### config.mk
export PLATFORM = sky130hd
export DESIGN_NAME = rvec_loader
export DESIGN_NICKNAME = d
export VERILOG_FILES = /design/src/rtl/rvl_pkg.sv /design/src/rtl/rvl_fsm.sv /design/src/rtl/rvl_vec_decode.sv /design/src/rtl/rvl_cfg_reg.sv /design/src/rtl/rvec_loader.sv
export SDC_FILE = /design/constraint.sdc
export NUM_CORES = 1
export LEC_CHECK = 0
export BUFFER_PORTS_ARGS = -buffer_cell sky130_fd_sc_hd__buf_2
export CAP_MARGIN = 30
export CORE_UTILIZATION = 40
export CTS_CLUSTER_DIAMETER = 150
export DETAILED_ROUTE_END_ITERATION = 10
export PLACE_DENSITY = 0.76
export SKIP_CTS_REPAIR_TIMING = 1
export SYNTH_ARGS = -nofsm -noshare
export SYNTH_HDL_FRONTEND = slang
export SYNTH_SLANG_ARGS = --single-unit
### constraint.sdc
create_clock -name clk -period 1.9 [get_ports clk]
set_clock_uncertainty 0.15 [all_clocks]
set_input_delay 0.285 -clock clk [delete_from_list [all_inputs] [get_ports clk]]
set_output_delay 0.285 -clock clk [all_outputs]
set_load 0.05 [all_outputs]
### src/rtl/rvl_pkg.sv
package rvl_pkg;
    typedef enum logic [1:0] {
        ST_HOLD   = 2'd0,
        ST_FETCH  = 2'd1,
        ST_LAUNCH = 2'd2,
        ST_RUN    = 2'd3
    } boot_state_t;

    // Bit positions inside the configuration word (also taken from the vector)
    localparam int unsigned BIT_ORDER  = 0;
    localparam int unsigned BIT_RC_LO  = 1;
    localparam int unsigned BIT_RC_HI  = 2;
    localparam int unsigned BIT_LOCK   = 3;
endpackage

### src/rtl/rvl_fsm.sv
module rvl_fsm
    import rvl_pkg::*;
(
    input  logic        clk,
    input  logic        rst_n,
    input  logic        rsp_valid,
    output boot_state_t state,
    output logic        req,
    output logic        load,
    output logic        busy,
    output logic        start
);
    boot_state_t nxt;

    always_comb begin
        nxt = state;
        unique case (state)
            ST_HOLD:   nxt = ST_FETCH;
            ST_FETCH:  if (rsp_valid) nxt = ST_LAUNCH;
            ST_LAUNCH: nxt = ST_RUN;
            ST_RUN:    nxt = ST_RUN;
            default:   nxt = ST_HOLD;
        endcase
    end

    always_ff @(posedge clk or negedge rst_n) begin
        if (!rst_n) state <= ST_HOLD;
        else        state <= nxt;
    end

    always_comb begin
        req   = 1'b0;
        load  = 1'b0;
        busy  = 1'b0;
        start = 1'b0;
        unique case (state)
            ST_HOLD: busy = 1'b1;
            ST_FETCH: begin
                busy = 1'b1;
                req  = 1'b1;
                load = rsp_valid;
            end
            ST_LAUNCH: start = 1'b1;
            ST_RUN: ;
            default: busy = 1'b1;
        endcase
    end
endmodule

### src/rtl/rvl_vec_decode.sv
module rvl_vec_decode
    import rvl_pkg::*;
#(
    parameter int unsigned WORD_W    = 32,
    parameter int unsigned ALIGN_LSB = 4
) (
    input  logic [WORD_W-1:0] vec,
    output logic [WORD_W-1:0] pc_init,
    output logic [WORD_W-1:0] cfg_init
);
    localparam logic [WORD_W-1:0] CFG_MASK =
        (WORD_W'(1) << BIT_ORDER) | (WORD_W'(1) << BIT_RC_LO) |
        (WORD_W'(1) << BIT_RC_HI) | (WORD_W'(1) << BIT_LOCK);

    always_comb begin
        pc_init  = {vec[WORD_W-1:ALIGN_LSB], {ALIGN_LSB{1'b0}}};
        cfg_init = vec & CFG_MASK;
    end
endmodule

### src/rtl/rvl_cfg_reg.sv
module rvl_cfg_reg
    import rvl_pkg::*;
#(
    parameter int unsigned WORD_W = 32,
    parameter int unsigned LOW_W  = 8
) (
    input  logic              clk,
    input  logic              rst_n,
    input  logic              load,
    input  logic [WORD_W-1:0] load_val,
    input  logic              wr_en,
    input  logic [WORD_W-1:0] wr_data,
    output logic [WORD_W-1:0] q
);
    logic locked;
    assign locked = q[BIT_LOCK];

    // Upper field: always writable after start-up
    always_ff @(posedge clk or negedge rst_n) begin
        if (!rst_n)     q[WORD_W-1:LOW_W] <= '0;
        else if (load)  q[WORD_W-1:LOW_W] <= load_val[WORD_W-1:LOW_W];
        else if (wr_en) q[WORD_W-1:LOW_W] <= wr_data[WORD_W-1:LOW_W];
    end

    // Low field: frozen by the lock bit
    always_ff @(posedge clk or negedge rst_n) begin
        if (!rst_n)                q[LOW_W-1:0] <= '0;
        else if (load)             q[LOW_W-1:0] <= load_val[LOW_W-1:0];
        else if (wr_en && !locked) q[LOW_W-1:0] <= wr_data[LOW_W-1:0];
    end
endmodule

### src/rtl/rvec_loader.sv
module rvec_loader
    import rvl_pkg::*;
#(
    parameter int unsigned         WORD_W      = 32,
    parameter logic [WORD_W-1:0]   VEC_ADDR    = 32'hFFFF_FFE0,
    parameter logic [WORD_W-1:0]   STATUS_INIT = 32'h0000_0010,
    parameter int unsigned         ALIGN_LSB   = 4,
    parameter int unsigned         LOW_W       = 8
) (
    input  logic              clk,
    input  logic              rst_n,
    output logic              mem_req,
    output logic [WORD_W-1:0] mem_addr,
    input  logic              mem_rvalid,
    input  logic [WORD_W-1:0] mem_rdata,
    input  logic              cfg_we,
    input  logic [WORD_W-1:0] cfg_wdata,
    output logic [WORD_W-1:0] pc_out,
    output logic [WORD_W-1:0] status_out,
    output logic [WORD_W-1:0] cfg_out,
    output logic              busy,
    output logic              start
);
    boot_state_t       state;
    logic              load;
    logic [WORD_W-1:0] pc_init;
    logic [WORD_W-1:0] cfg_init;

    rvl_fsm u_fsm (
        .clk       (clk),
        .rst_n     (rst_n),
        .rsp_valid (mem_rvalid),
        .state     (state),
        .req       (mem_req),
        .load      (load),
        .busy      (busy),
        .start     (start)
    );

    rvl_vec_decode #(.WORD_W(WORD_W), .ALIGN_LSB(ALIGN_LSB)) u_dec (
        .vec      (mem_rdata),
        .pc_init  (pc_init),
        .cfg_init (cfg_init)
    );

    rvl_cfg_reg #(.WORD_W(WORD_W), .LOW_W(LOW_W)) u_cfg (
        .clk      (clk),
        .rst_n    (rst_n),
        .load     (load),
        .load_val (cfg_init),
        .wr_en    (cfg_we && (state inside {ST_LAUNCH, ST_RUN})),
        .wr_data  (cfg_wdata),
        .q        (cfg_out)
    );

    assign mem_addr = VEC_ADDR;

    always_ff @(posedge clk or negedge rst_n) begin
        if (!rst_n) begin
            pc_out     <= '0;
            status_out <= '0;
        end else if (load) begin
            pc_out     <= pc_init;
            status_out <= STATUS_INIT;
        end
    end
endmodule

==> impl_metrics.tcl <==
set metrics [dict create \
    critPathLaunchType "flip-flop" \
    final_layout_size_suffix_gt1_share_pct 41.6 \
    pre_cts_ws_ns 0.202 \
    timing.final.crit_share_pct 89.6 \
    violations "negative hold slack" \
    layout_setup_ws_ns 0.198 \
    syn2layout_area_growth_pct 32.0 \
    muxShareOfSynthArea_pct 13.4 \
    fp.coreArea_um2 7290 \
    final_cell_area_um2 4010 \
    ys_ff_latch 63 \
    ys_seq_area_share_pct 51.9 \
    cts_tree "built" \
    numCtsBuffers 9 \
    clk_latency_ns 0.33 \
    yosysTopAreaCell "dfrtp_1" \
    p_sw_share_pct 39.5 \
    synthDistinctLibCells 23 \
    routed_wl_mm 6.75 \
    maxSlewViolCount 0 \
    end_kind "flip-flop" \
    synth_top_family_by_area "buffers and inverters" \
    rsz0062_at_grt "false" \
    finalSetupTns_ns 0 \
    dr.pass1.iters 4 \
    ios 199 \
    hpwl_mm 4.57 \
    hold_depth 3 \
    initial_core_util_pct 41.7 \
    cts_num_sinks 63 \
    dp.cells 498 \
    overflow 0 \
    fp.dieW_um 89.2 \
    seqPwrFrac_pct 36.7 \
    synth_compound_area_share_pct 2.39 \
    crit_top_cell "inv_2" \
    totalPowerFinal_mw 4.43 \
    syn_area_um2 3040 \
    reg2reg_depth 6 \
    avgViaCountPerCell 4.30 \
    slowest_delay_ns 0.42 \
    synth.avg_cell_area_um2 11.0 \
    grtUsageTotal_pct 15.8 \
    diodes 0 \
    fill_cells 662 \
    yosys-top-cells-area "dfrtp_1, buf_4, mux2_4" \
    drt_iter0_markers 61 \
    cts_max_path_buffers 2 \
    cp_slowest_cell "dfrtp_1" \
    p_leak_nw 2.28 \
    worstSetupPathType "flip-flop to flip-flop" \
    power.switching_mw 1.75 \
    antenna_found_initial 0 \
    hold_path.class "primary input to flip-flop" \
    fin_crit_ns 1.70 \
    wl_per_cell_um 12.6 \
    port_buffers 131 \
    synth_xor_area_share_pct 0 \
    nets 501 \
    ys_warn_count 0 \
    fin_util_pct 55.0 \
    power_density_nw_per_um2 1110 \
    antenna_left 0 \
    status "complete, but fails checks" \
    crit_fanout 22 \
    grt_max_degree 64 \
    p_int_mw 2.68 \
    placedInstanceArea_um2 3560 \
    via_count 2308 \
    max-cap-violations 0 \
    rows 31 \
    crit_path_cell_trace "inv_2, and3_4, inv_2, buf_12, o21a_1, a221o_1" \
    synthSimpleGateAreaFrac_pct 12.8 \
    final_cells 537 \
    synth_top_area_share_pct 51.9 \
    netlist_instances 276 \
    clock-root-buffer "clkbuf_8" \
    die_area_um2 7950 \
    peakVddDrop_mv 0.425 \
    fmax_mhz 588 \
    place_congestion 0.731 \
    first_global_vias 1930 \
    finalHoldViolCount 1 \
    htree_levels 3 \
    grt_pass1_wl_mm 9.27 \
    finalSetupViolations 0 \
    combPwrFrac_pct 34.0 \
    clkTransAtPathRegs_ns 0.07 \
    synth_fa_ha_area_share_pct 0 \
    cp.required_ns 1.96 \
    power.share.clock_pct 29.3 \
    cp_data_arrival_time_ns 1.76 \
    drc_errors 0 \
    r2r_setup_slack_ns 0.20 \
    die_h_um 89.2 \
    whs_ns -0.00168 \
]
logic make-up after synthesis:
logic type | after synthesis
mux | 32
other cells | 2
buf+inv | 82
flops | 63
compound gates | 10
simple gates | 87
power groups by stage:
stage / logic, mW / registers, mW / clock network [mW]
after detailed placement: 1.48 / 1.65 / 0
after global placement: 1.46 / 1.64 / 0
after CTS: 1.48 / 1.63 / 1.34
final: 1.51 / 1.63 / 1.30
after floorplan: 0.591 / 2.30 / 0
after global routing: 1.59 / 1.65 / 1.40
Yosys cell counts (all sizes together):
master / instances
mux2: 28
mux2i: 4
clkbuf: 6
dfrtp: 63
nand2b: 2
nor2: 1
conb: 2
nand3: 24
o21ai: 4
a221o: 4
a21oi: 1
nor2b: 1
nand2: 53
nor3b: 3
buf: 73
and3: 1
inv: 3
o21a: 1
and2: 2
layout make-up:
cell class / instances / area [um^2] / share of cell area (%)
inverter: 3 / 11.3 / 0.281
tap: 99 / 124 / 3.09
clock buffer: 13 / 159 / 3.96
timing repair buffer: 160 / 956 / 23.8
multi-input combinational: 196 / 1120 / 27.9
clock inverter: 3 / 65.1 / 1.62
sequential: 63 / 1580 / 39.3
cell usage in the layout (no fill, tap or decap):
cell type,instances
buf_2,131
o21a_1,1
nand2b_1,2
o21ai_0,4
nand3_1,24
nor2b_1,1
inv_2,2
conb_1,67
clkinv_2,1
inv_1,1
clkbuf_1,2
bufinv_16,2
a221o_1,4
dfrtp_1,63
nand2_1,53
nor2_1,1
nor3b_1,3
and3_4,1
and2_1,2
mux2_2,14
dlygate4sd3_1,23
a21oi_1,1
mux2_4,14
clkbuf_8,11
mux2i_1,4
buf_12,2
buf_4,4
critical path: cells and delay by family, from the launching register on:
kind,cells,cell delay (ns)
AND/OR/NAND/NOR,1,0.23
flip-flops,1,0.42
AO/OA/AOI/OAI,2,0.43
buffers and inverters,3,0.36
sequential cells by signal (all words and copies together), names as in the netlist:
register and cells:
u_fsm.state 2, status_out 1, pc_out 28, u_cfg.q 32
layer usage:
metal  vias to the layer above  global-route usage [%]  wire length, um
met5                         -                       0                0
met2                       113                    26.6             3670
met3                        11                    6.56              428
met1                      1101                    18.5             2570
li1                       1083                       -                -
met4                         0                    4.76               79
final timing paths:
| kind | from | end |
|---|---|---|
| setup / recovery | u_fsm.state[1]$_DFFE_PN0P_ | u_cfg.q[2]$_DFFE_PN0P_ |
| hold / removal | cfg_wdata[26] | u_cfg.q[26]$_DFFE_PN0P_ |
| setup reg to reg | u_fsm.state[1]$_DFFE_PN0P_ | u_cfg.q[2]$_DFFE_PN0P_ |
| hold reg to reg | status_out[4]$_DFFE_PN0P_ | status_out[4]$_DFFE_PN0P_ |
| max in group asynchronous | rst_n | u_cfg.q[7]$_DFFE_PN0P_ |
| min in group asynchronous | rst_n | u_cfg.q[10]$_DFFE_PN0P_ |
No activity file was read; power rests on OpenSTA's default activity.
